File: src/rtl/lcs_pkg.sv
// Package lcs_pkg
// Shared state and mode encodings for the lifecycle sequencer.
package lcs_pkg;

    typedef enum logic [2:0] {
        ST_HOLD = 3'd0,   // power-on hold, status pulled low
        ST_LOAD = 3'd1,   // configuration data loading
        ST_INIT = 3'd2,   // initialization count
        ST_USER = 3'd3,   // user mode
        ST_FAIL = 3'd4    // error, waiting for restart
    } life_st_t;

    localparam logic [1:0] MODE_INSTANT = 2'b00;
    localparam logic [1:0] MODE_SHORT   = 2'b01;

endpackage

File: src/rtl/lcs_hold_timer.sv
// Module lcs_hold_timer
// Counts consecutive cycles of good power while the sequencer is in the hold
// phase and reports when the selected delay has elapsed.
// Assumes: SHORT_CYC <= LONG_CYC; the count clears whenever power drops,
// a restart request is held, or the sequencer is outside the hold phase.
module lcs_hold_timer #(
    parameter int SHORT_CYC = 60,
    parameter int LONG_CYC  = 1000,
    localparam int CW       = $clog2(LONG_CYC + 1)
) (
    input  logic       clk,
    input  logic       rst_n,
    input  logic       run,
    input  logic       pwr_good,
    input  logic       hold_req,
    input  logic [1:0] mode,
    output logic       elapsed
);
    import lcs_pkg::*;

    logic [CW-1:0] cnt;
    logic [CW-1:0] target;

    // Select the delay length from the mode field.
    always_comb begin
        case (mode)
            MODE_INSTANT: target = '0;
            MODE_SHORT:   target = CW'(SHORT_CYC);
            default:      target = CW'(LONG_CYC);
        endcase
    end

    // Count good-power cycles, saturating at the target.
    always_ff @(posedge clk) begin
        if (!rst_n || !run || !pwr_good || hold_req) begin
            cnt <= '0;
        end else if (cnt < target) begin
            cnt <= cnt + 1'b1;
        end
    end

    assign elapsed = run && pwr_good && !hold_req && (cnt >= target);


    hold_wait_chk: assert property (@(posedge clk) disable iff (!rst_n)
        (elapsed && mode != MODE_INSTANT) |-> $past(run && pwr_good));

endmodule

File: src/rtl/lcs_req_filter.sv
// Module lcs_req_filter
// Qualifies the active-low restart request: it fires a one-cycle pulse on the
// edge where the request has been sampled low for TCFG_CYC consecutive edges.
// Assumes: TCFG_CYC >= 2; one pulse per continuous low period.
module lcs_req_filter #(
    parameter int TCFG_CYC = 8,
    localparam int RW      = $clog2(TCFG_CYC + 1)
) (
    input  logic clk,
    input  logic rst_n,
    input  logic req_n,
    output logic hit
);
    logic [RW-1:0] low_cnt;

    // Count consecutive low samples, saturating at the minimum length.
    always_ff @(posedge clk) begin
        if (!rst_n || req_n) begin
            low_cnt <= '0;
        end else if (low_cnt != RW'(TCFG_CYC)) begin
            low_cnt <= low_cnt + 1'b1;
        end
    end

    assign hit = !req_n && (low_cnt == RW'(TCFG_CYC - 1));


    req_len_chk: assert property (@(posedge clk) disable iff (!rst_n)
        hit |-> $past(!req_n));

endmodule

File: src/rtl/lcs_init_timer.sv
// Module lcs_init_timer
// Counts initialization cycles while the done line reads back high and flags
// the last one.
// Assumes: INIT_CYC >= 1; the count clears outside initialization.
module lcs_init_timer #(
    parameter int INIT_CYC = 64,
    localparam int IW      = $clog2(INIT_CYC + 1)
) (
    input  logic clk,
    input  logic rst_n,
    input  logic run,
    input  logic tick,
    output logic finish
);
    logic [IW-1:0] cnt;

    // Advance on every cycle the done line is free.
    always_ff @(posedge clk) begin
        if (!rst_n || !run) begin
            cnt <= '0;
        end else if (tick) begin
            cnt <= cnt + 1'b1;
        end
    end

    assign finish = run && tick && (cnt == IW'(INIT_CYC - 1));

endmodule

File: src/rtl/cfg_lifecycle_seq.sv
// Module cfg_lifecycle_seq
// Top of the power-up lifecycle sequencer: hold, load, init, user, with an
// error wait. Restart requests take priority over everything, then errors,
// then load completion.
// Assumes: inputs are synchronous to clk; status and done are open-drain lines
// whose wired levels come back on stat_in and done_in.
module cfg_lifecycle_seq #(
    parameter int CLK_HZ   = 10000,
    parameter int SHORT_MS = 6,
    parameter int LONG_MS  = 100,
    parameter int TCFG_CYC = 8,
    parameter int INIT_CYC = 64,
    localparam int SHORT_CYC = CLK_HZ * SHORT_MS / 1000,
    localparam int LONG_CYC  = CLK_HZ * LONG_MS / 1000
) (
    input  logic       clk,
    input  logic       rst_n,
    input  logic       pwr_good,
    input  logic [1:0] por_mode,
    input  logic       cfg_req_n,
    input  logic       cfg_loaded,
    input  logic       cfg_err,
    input  logic       auto_restart,
    input  logic       stat_in,
    input  logic       done_in,
    output logic       stat_drive_low,
    output logic       done_drive_low,
    output logic       user_en
);
    import lcs_pkg::*;

    life_st_t st, st_nxt;
    logic     hold_done;
    logic     restart_hit;
    logic     init_done;

    lcs_hold_timer #(
        .SHORT_CYC (SHORT_CYC),
        .LONG_CYC  (LONG_CYC)
    ) u_hold (
        .clk      (clk),
        .rst_n    (rst_n),
        .run      (st == ST_HOLD),
        .pwr_good (pwr_good),
        .hold_req (!cfg_req_n),
        .mode     (por_mode),
        .elapsed  (hold_done)
    );

    lcs_req_filter #(
        .TCFG_CYC (TCFG_CYC)
    ) u_req (
        .clk   (clk),
        .rst_n (rst_n),
        .req_n (cfg_req_n),
        .hit   (restart_hit)
    );

    lcs_init_timer #(
        .INIT_CYC (INIT_CYC)
    ) u_init (
        .clk    (clk),
        .rst_n  (rst_n),
        .run    (st == ST_INIT),
        .tick   (done_in),
        .finish (init_done)
    );

    // Choose the next lifecycle state by priority.
    always_comb begin
        st_nxt = st;
        if (restart_hit) begin
            st_nxt = ST_HOLD;
        end else begin
            case (st)
                ST_HOLD: if (hold_done && stat_in) st_nxt = ST_LOAD;
                ST_LOAD: begin
                    if (cfg_err)         st_nxt = auto_restart ? ST_LOAD : ST_FAIL;
                    else if (cfg_loaded) st_nxt = ST_INIT;
                end
                ST_INIT: if (init_done) st_nxt = ST_USER;
                default: st_nxt = st;
            endcase
        end
    end

    // Hold the lifecycle state.
    always_ff @(posedge clk) begin
        if (!rst_n) st <= ST_HOLD;
        else        st <= st_nxt;
    end

    assign stat_drive_low = ((st == ST_HOLD) && !hold_done) || (st == ST_FAIL);
    assign done_drive_low = (st == ST_HOLD) || (st == ST_LOAD) || (st == ST_FAIL);
    assign user_en        = (st == ST_USER);


    user_lines_chk: assert property (@(posedge clk) disable iff (!rst_n)
        user_en |-> (!stat_drive_low && !done_drive_low));


    user_entry_chk: assert property (@(posedge clk) disable iff (!rst_n)
        $rose(user_en) |-> $past(done_in));


    auto_err_chk: assert property (@(posedge clk) disable iff (!rst_n)
        (st == ST_LOAD && cfg_err && auto_restart && !restart_hit)
        |=> (!stat_drive_low && !user_en && done_drive_low));


    fail_hold_chk: assert property (@(posedge clk) disable iff (!rst_n)
        (st == ST_LOAD && cfg_err && !auto_restart && !restart_hit) |=> stat_drive_low);


    restart_chk: assert property (@(posedge clk) disable iff (!rst_n)
        restart_hit |=> (!user_en && done_drive_low));

endmodule

File: config.mk
export PLATFORM = sky130hd
export DESIGN_NAME = cfg_lifecycle_seq
export DESIGN_NICKNAME = d
export VERILOG_FILES = /design/src/rtl/lcs_pkg.sv /design/src/rtl/lcs_hold_timer.sv /design/src/rtl/lcs_req_filter.sv /design/src/rtl/lcs_init_timer.sv /design/src/rtl/cfg_lifecycle_seq.sv
export SDC_FILE = /design/constraint.sdc
export NUM_CORES = 1
export LEC_CHECK = 0
export ABC_AREA = 0
export BUFFER_PORTS_ARGS = -buffer_cell sky130_fd_sc_hd__buf_2
export CAP_MARGIN = 0
export CORE_ASPECT_RATIO = 1.4
export CORE_UTILIZATION = 62
export CTS_CLUSTER_DIAMETER = 80
export CTS_CLUSTER_SIZE = 25
export DETAILED_ROUTE_END_ITERATION = 10
export PLACE_DENSITY = 0.83
export SKIP_CTS_REPAIR_TIMING = 1
export SYNTH_ARGS = -nofsm -noshare
export SYNTH_HDL_FRONTEND = slang
export SYNTH_HIERARCHICAL = 1
export SYNTH_SLANG_ARGS = --single-unit
File: constraint.sdc
create_clock -name clk -period 3.9 [get_ports clk]
set_input_delay 0.78 -clock clk [delete_from_list [all_inputs] [get_ports clk]]
set_output_delay 0.78 -clock clk [all_outputs]
set_load 0.02 [all_outputs]
After elaboration in Yosys (flattened, before gate mapping):

Cells that the tools add are included.

* bits in registers: 24
* output and inout port bits: 3
* logic and storage cells: 55

* add/sub/neg operators: 3
* $lt $le $gt $ge: 2
* equality and inequality tests: 11
* multiplexer cells: 7
* bitwise logic cells: 1
* reduce and logical (&&, ||, !) cells: 27

Operators with widths (count)
* one-hot mux 10 bit (2 select lines): 1
* two-way mux 3 bit: 5
* adder 10 x 1 -> 10 bit (second input constant): 1
* >= comparator 10 bit: 1
* less-than comparator 10 bit: 1
* one-hot mux 3 bit (3 select lines): 1
* logical AND 1 bit: 8
* logical OR 1 bit: 8
* adder 7 x 1 -> 7 bit (second input constant): 1
* == test 7 x 6 -> 1 bit (second input constant): 1
* == test 3 x 2 -> 1 bit (second input constant): 2
* logical NOT 1 bit: 6
* adder 4 x 1 -> 4 bit (second input constant): 1
* == test 4 x 3 -> 1 bit (second input constant): 1
* inequality test 2 bit (second input constant): 2
* inequality test 4 bit (second input constant): 1
* AND reduction 4 bit: 1
* == test 3 x 1 -> 1 bit (second input constant): 1
* == test 3 bit (second input constant): 1
* logical NOT 3 bit: 1
* inequality test 3 bit (second input constant): 1
* nonzero test 3 bit: 1
* == test 2 x 1 -> 1 bit (second input constant): 1
* logical NOT 2 bit: 1
* 2 further kinds: 2

Depth between registers and ports, before layout:

Gate-level depths: netlist of the first run.

* depth in word-level cells: 7
* mapped depth: 10
* depth with buffers taken out: 10

Modules after synthesis:

Netlist of the first run, hierarchy kept.

By module, submodules not included
* lcs_hold_timer: times used 1, cells an instance 84, area an instance 715.7 µm²
* lcs_init_timer: times used 1, cells an instance 34, area an instance 306.5 µm²
* lcs_req_filter: times used 1, cells an instance 22, area an instance 237.7 µm²
* cfg_lifecycle_seq: times used 1, cells an instance 24, area an instance 201.4 µm²

Worst setup path after synthesis of the first run:

Ideal clock, no wire load.

* kind: input port to output port
* from: in por_mode[1]
* to: out stat_drive_low
* data arrival time: 2.636 ns
* data required time: 3.120 ns
* path slack: 0.484 ns
* cell stages on the path: 8
* buffers on the path: 0
* cells stage by stage: nor2_1 -> ha_1 -> or2_2 -> a211oi_1 -> nor3_1 -> nor2_1 -> nor3_1 -> a211oi_1

* word-level cells in the longest chain between the ends: 7
* elaborated cells on any way between the ends: 8
* those cells by class: order compare: 1; eq/ne: 1; mux: 1; reduce/logical: 5

Ends and longest elaborated chain
* start: declaration: line cfg_lifecycle_seq.sv:19 `input logic [1:0] por_mode,`
* == test 2 x 1 -> 1 bit / logical NOT 2 bit (equally long branches): line lcs_hold_timer.sv:26 `case (mode)`
* one-hot mux 10 bit (2 select lines) (*): line lcs_hold_timer.sv:26
* >= comparator 10 bit (*): line lcs_hold_timer.sv:42 `assign elapsed = run && pwr_good && !hold_req && (cnt >= target);`
* logical AND 1 bit (*): line lcs_hold_timer.sv:42
* named net hold_done: line cfg_lifecycle_seq.sv:33 `logic hold_done;`
* logical NOT 1 bit (*): line cfg_lifecycle_seq.sv:93 `assign stat_drive_low = ((st == ST_HOLD) && !hold_done) || (st == ST_FAIL);`
* logical AND 1 bit (*): line cfg_lifecycle_seq.sv:93
* logical OR 1 bit (*): line cfg_lifecycle_seq.sv:93
* end: declaration: line cfg_lifecycle_seq.sv:26 `output logic stat_drive_low,`

Mark *: on every way through the listed nets, which the timed path passes. The rest lies on a longest branch.

Worst setup path after layout of the first run:

Ends and elaborated chain as after synthesis.

==> results of run 1 <==
[cells in the mapped netlist, types with 4 or more instances]
master    count  area (um2)
o21ai_0       6        30.0
nor2_1       13        48.8
a21oi_1      11        55.1
nand4_1       5        31.3
dfxtp_1      24         480
or3_1         5        31.3
xnor2_1       4        35.0
ha_1         11         138
mux2i_1       5        50.1
nand2_1      10        37.5
xor2_1        5        43.8
a211oi_1      4        30.0
nand3b_1      4        30.0
inv_1        10        37.5
[kinds of logic after synthesis]
logic type / Yosys count
compound gates: 31
xor+xnor: 9
simple gates: 71
buf+inv: 13
fa+ha+maj: 11
flops: 24
mux: 5
[path summary, 6_finish.rpt]
path / end / from / slack [ns]
setup / recovery: stat_drive_low / por_mode[1] / 0.37
setup reg to reg: st[0] / u_hold/cnt[3] / 1.48
hold / removal: u_init/cnt[6] / u_init/cnt[6] / 0.50
hold reg to reg: u_init/cnt[6] / u_init/cnt[6] / 0.50
[layout make-up]
class,count,area [um2],share of cell area
multi-input cells,127,920,0.587
flip-flops and latches,24,480,0.307
repair buffers,13,65.1,0.0415
inverters,10,37.5,0.0240
clock buffers,4,36.3,0.0232
well taps,22,27.5,0.0176
[metrics by stage]
step	instances	setup WS (ns)
6_report	200	0.370
5_1_grt	200	0.203
4_1_cts	200	0.392
3_5_place_dp	196	0.399
3_3_place_gp	196	0.466
2_1_floorplan	164	0.484
[per-layer routing]
| layer | vias to the layer above | part of all wire | track usage |
|---|---|---|---|
| met5 | - | 0 | 0 |
| met4 | 0 | 0.0065 | 0.0779 |
| met3 | 2 | 0.013 | 0.0274 |
| met2 | 7 | 0.57 | 0.526 |
| met1 | 595 | 0.41 | 0.258 |
| li1 | 629 | - | - |
[worst max-delay path, delay by kind of cell]
kind | cells | cell delay [ns]
buffers and inverters | 2 | 0.32
adders and majority gates | 1 | 0.26
AOI/OAI and AO/OA | 2 | 0.51
and+or+nand+nor | 5 | 0.87
[power by group through the flow]
stage / Combinational [mW] / Clock [mW] / Sequential (mW)
finish: 0.0312 / 0.127 / 0.249
global route: 0.0349 / 0.142 / 0.249
CTS: 0.0312 / 0.132 / 0.249
detailed placement: 0.0310 / 0 / 0.254
global placement: 0.0286 / 0 / 0.254
floorplan: 0.0197 / 0 / 0.254
[registers in the layout, summed over array words and instances, names as in the netlist]
| signal | cells |
|---|---|
| st | 3 |
| u_hold/cnt | 10 |
| u_req/low_cnt | 4 |
| u_init/cnt | 7 |
==> out/qor.csv, run 1 <==
metric;value;unit
clock_latency;0.31;ns
rows;20;
drv_cap;0;
crit_path_cell_trace;buf_2 > nor2_1 > ha_1 > or2_2 > a211oi_1 > nor3_1 > nor2_1 > nor3_1 > a211oi_1 > buf_2;
diodes;0;
outcome;finished, final reports clean;
die_h;59.4;um
via_count;1233;
grt_overflow;0;
cp_slowest_cell;or2_2;
slew_violations;0;
cpPeakStageDelay;0.30;ns
drtIter0Drc;30;
grt_pass1_vias;1233;
p_per_area;260;nW/um2
skew;0.00919;ns
tightest_slew;0.567;ns
gp_congestion;0.832;
yosysSeqAreaShare;0.329;
synth_edf_count;0;
cts_tree;built;
track_usage;0.255;
swShare;0.220;
synth_mux_area_frac;0.0342;
finalCritPeriodShare;0.905;
dr.pass1.iters;4;
syn2layout_area_growth;7.19;%
clkTransAtPathRegs;0.13;ns
syn_inst;164;
initial_utilization;0.664;
antenna_found_initial;0;
clock-sinks;24;
io_buffers;13;
cp.arrival;2.75;ns
syn-num-nets;186;
vias_per_cell;6.17;
yosys_warnings;6;
p_sw;0.0896;mW
p_comb_frac;0.077;
finalPower;0.407;mW
grt_pass1_wl;5040;um
ys_seq_elements;24;
synth_top_family_by_area;simple AND/OR/NAND/NOR gates;
post_drt_wl_per_cell;14.6;um
ios;14;
critical_path_required;3.12;ns
dpl.hpwl;2290;um
synth_cell_type_count;47;
hold_class;reg2reg;
ir_drop;0.195;mV
power.leakage;0.614;nW
synth_fa_ha_area_frac;0.0942;
setup.worst_path.class;in2out;
detail_route.wirelength;2920;um
max-slew-margin-rel;0.619;
layout_min_cycle_time;3.53;ns
fin_util;0.711;
timing.reg2reg.worst_path_depth;9;
syn_area;1460;um2
max_freq;283;MHz
rsz0062_at_grt;no;
setup_violations;0;
internal_power;0.317;mW
end_kind;output pin;
grt_max_degree;14;
num-nets-final;201;
yosys.area_share.simple;0.303;
root_buffer;clkbuf_4;
mostFrequentLayoutCells;dfxtp_1 (24), nor2_1 (13), buf_2 (13);
core_area;2200;um2
final_common_cell;dfxtp_1;
holdWs;0.501;ns
cp-start-kind;input pin;
path_max_fanout;7;
drive_gt1_frac;0.152;
synth_compound_area_frac;0.144;
synth_top_flop_cell;dfxtp_1;
cts_made_buffers;3;
fill_cells;188;
hold_viol_final;0;
final_cell_area;1570;um2
async_reset_ff_frac;0;
antenna_left;0;
die_area;2560;um2
timing.setup.tns;0;ns
dieWidth;43.0;um
route.detailed.drc;0;
p_clk_frac;0.312;
syn_avg_cell_area;8.91;um2
power_frac_seq;0.612;
holdPathStages;2;
h-tree-depth;1;
synth_xor_area_frac;0.0539;
placed_area;1530;um2
clockBufferDepth;2;
Power figures use the tool's default switching activity.
==> run 2, diff against run 1 <==
ABC_AREA = unset   (was 0)
BUFFER_PORTS_ARGS = -buffer_cell sky130_fd_sc_hd__buf_4   (was -buffer_cell sky130_fd_sc_hd__buf_2)
CORE_UTILIZATION = 61   (was 62)
PLACE_DENSITY = 0.82   (was 0.83)
SYNTH_HIERARCHICAL = unset   (was 1)
==> out/qor.csv, run 2 <==
metric;value;unit;change
outcome;finished, final reports clean;;
synth.most_common_cell;nor2_1;;
timing.reg2reg.worst_path_depth;7;;-2
ir_drop;0.256;mV;+32%
clkTransAtPathRegs;0.12;ns;about the same
timing.setup.tns;0;ns;unchanged
p_per_area;278;nW/um2;+7.1%
largestRegisters;u_hold.cnt: 10 flops, u_init.cnt: 7 flops, u_req.low_cnt: 4 flops;;
largest_register_ff_count;10;;unchanged
route.detailed.drc;0;;unchanged
mostFrequentLayoutCells;nor2_1 (25), dfxtp_1 (24), buf_4 (13);;
drive_gt1_frac;0.124;;-0.0282
cp_top_family;compound AO/OA/AOI/OAI gates;;
ys_seq_elements;24;;unchanged
p_clk_frac;0.321;;+0.009
tightest_slew;0.471;ns;-0.0958 ns
cts_tree;built;;
largest-register;u_hold.cnt;;
syn_inst;154;;-6.1%
grt_max_degree;14;;unchanged
finalCritPeriodShare;0.860;;-0.0447
clock_latency;0.32;ns;about the same
swShare;0.220;;-0.000289
dpl.hpwl;1820;um;-21%
yosys_warnings;0;;-6
grt_pass1_vias;1091;;-12%
post_drt_wl_per_cell;12.1;um;-17%
async_reset_ff_frac;0;;unchanged
synth_area_leaders;dfxtp_1 (36%), ha_1 (10%), nor2_1 (7.1%);;
syn_avg_cell_area;8.56;um2;-3.9%
setup.worst_path.class;in2out;;
cp_slowest_cell;a311o_1;;
cp.arrival;2.58;ns;-0.17 ns
r2r-start;u_hold.cnt[7];;
num-nets-final;193;;-4.0%
r2r_slack;1.49;ns;about the same
io_buffers;13;;unchanged
die_area;2350;um2;-8.0%
grt_overflow;0;;unchanged
met2_usage;0.431;;-0.0952
syn_area;1320;um2;-9.8%
dieWidth;41.3;um;-4.0%
rows;19;;-5.0%
final_common_cell;nor2_1;;
critical_path_required;3.12;ns;about the same
setup_violations;0;;unchanged
yosysSeqAreaShare;0.364;;+0.0356
busiest_layer;met2;;
syn-num-nets;176;;-5.4%
track_usage;0.230;;-0.0247
syn2layout_area_growth;11.3;%;
end_kind;output pin;;
antenna_found_initial;0;;unchanged
synth_top_cell_area_share;0.364;;+0.0356
die_h;57.0;um;-4.1%
grt_pass1_wl;3910;um;-22%
synth_cell_type_count;32;;-32%
diodes;0;;unchanged
cpPeakStageDelay;0.37;ns;+0.07 ns
antenna_left;0;;unchanged
root_buffer;clkbuf_4;;
synth_common_cells;nor2_1 (25), dfxtp_1 (24), a21oi_1 (12);;
core_area;2000;um2;-9.3%
initial_utilization;0.660;;-0.00324
skew;0.00810;ns;-0.00109 ns
crit_path_cell_trace;buf_4 > inv_1 > ha_1 > a211oi_1 > nor2_1 > a311o_1 > and2_4 > nand3_1 > o21a_1 > buf_4;;
clockBufferDepth;2;;unchanged
synth_top_area_cell;dfxtp_1;;
path_max_fanout;12;;+5
r2r_end;u_hold.cnt[5];;
synth_top_flop_cell;dfxtp_1;;
finalNonFillerCells;191;;-4.5%
clock-sinks;24;;unchanged
p_sw;0.0898;mW;+0.21%
drv_cap;0;;unchanged
ios;14;;unchanged
holdCritStartpoint;u_init.cnt[5];;
holdPathStages;2;;unchanged
vias_per_cell;5.79;;-6.2%
hold_viol_final;0;;unchanged
layout_min_cycle_time;3.36;ns;-0.174 ns
internal_power;0.319;mW;+0.38%
hold_class;reg2reg;;
path_common_cell;buf_4;;
detail_route.wirelength;2300;um;-21%
placed_cells;187;;-4.6%
via_count;1105;;-10%
drtIter0Drc;23;;-23%
rsz0062_at_grt;no;;
p_comb_frac;0.071;;-0.006
use_met3;0.0350;;+0.00758
holdWs;0.508;ns;+0.00741 ns
h-tree-depth;1;;unchanged
slew_violations;0;;unchanged
dr.pass1.iters;4;;unchanged
min_to;u_init.cnt[5];;
power.leakage;0.537;nW;-13%
cp-start-kind;input pin;;
crit_buf_inv;3;;+1
power_frac_seq;0.608;;-0.004
cts_made_buffers;3;;unchanged
gp_congestion;0.704;;-15%
max-slew-margin-rel;0.683;;+0.0635
max_freq;298;MHz;+5.2%
synth_edf_count;0;;unchanged
grtUsageMet1;0.219;;-0.0392
run 2: cell count changes in the layout (fill, tap and decap cells not counted), moves of 3 or more:
| cell | delta |
|---|---|
| buf_2 | -13 |
| inv_1 | -3 |
| nand3_1 | +3 |
| buf_4 | +13 |
| nor3b_1 | -3 |
| nor3_1 | -3 |
| nor2_1 | +12 |
| xnor2_1 | +4 |
run 2: power groups by stage:
stage / sequential, mW / clock, mW / combinational [mW]
6_report: 0.248 / 0.131 / 0.0288
5_1_grt: 0.249 / 0.143 / 0.0324
4_1_cts: 0.249 / 0.133 / 0.0292
3_5_place_dp: 0.254 / 0 / 0.0292
3_3_place_gp: 0.254 / 0 / 0.0273
2_1_floorplan: 0.254 / 0 / 0.0156
run 2: how the worst max path moves through the flow:
stage / end / cells past startpoint / slack, ns / from
finish: stat_drive_low / 10 / 0.54 / por_mode[1]
global placement: stat_drive_low / 10 / 0.58 / por_mode[1]
global route: stat_drive_low / 10 / 0.36 / por_mode[1]
detailed placement: stat_drive_low / 10 / 0.55 / por_mode[1]
floorplan: stat_drive_low / 9 / 0.70 / por_mode[1]
CTS: stat_drive_low / 10 / 0.54 / por_mode[1]
run 2: per-stage QoR:
step / total power, mW / setup WS, ns / instance area, um2 / util
3_3_place_gp: 0.281 / 0.576 / 1430 / 0.717
5_1_grt: 0.424 / 0.363 / 1470 / 0.735
3_5_place_dp: 0.283 / 0.545 / 1430 / 0.717
4_1_cts: 0.410 / 0.539 / 1470 / 0.735
6_report: 0.408 / 0.544 / 1470 / 0.735
2_1_floorplan: 0.269 / 0.701 / 1320 / -
run 2: kinds of logic (layout without fill, tap and decap cells):
family          after synthesis  after routing  share of synthesized area
flops                        24             24                      0.364
compound gates               30             30                      0.138
xor+xnor                     13             13                     0.0863
simple gates                 65             65                      0.256
fa+ha+maj                    11             11                      0.104
buf+inv                       8             24                     0.0285
mux                           3              3                     0.0228
run 2: final cells by class:
cell class	instances	area, um2
Tap cell	21	26.3
Clock buffer	4	36.3
Timing Repair Buffer	13	97.6
Fill cell	161	529
Sequential cell	24	480
Inverter	7	26.3
Multi-Input combinational cell	122	801
run 2: routing by layer:
layer	routed length, um	part of all wire
met5	0	0
met4	64	0.028
met3	47	0.020
met2	1230	0.53
met1	964	0.42
run 2: tightest hold or removal path: stages (launching register included):
cell and delay, ns:
dfxtp_1 0.34, o21ai_0 0.07, a21oi_1 0.06
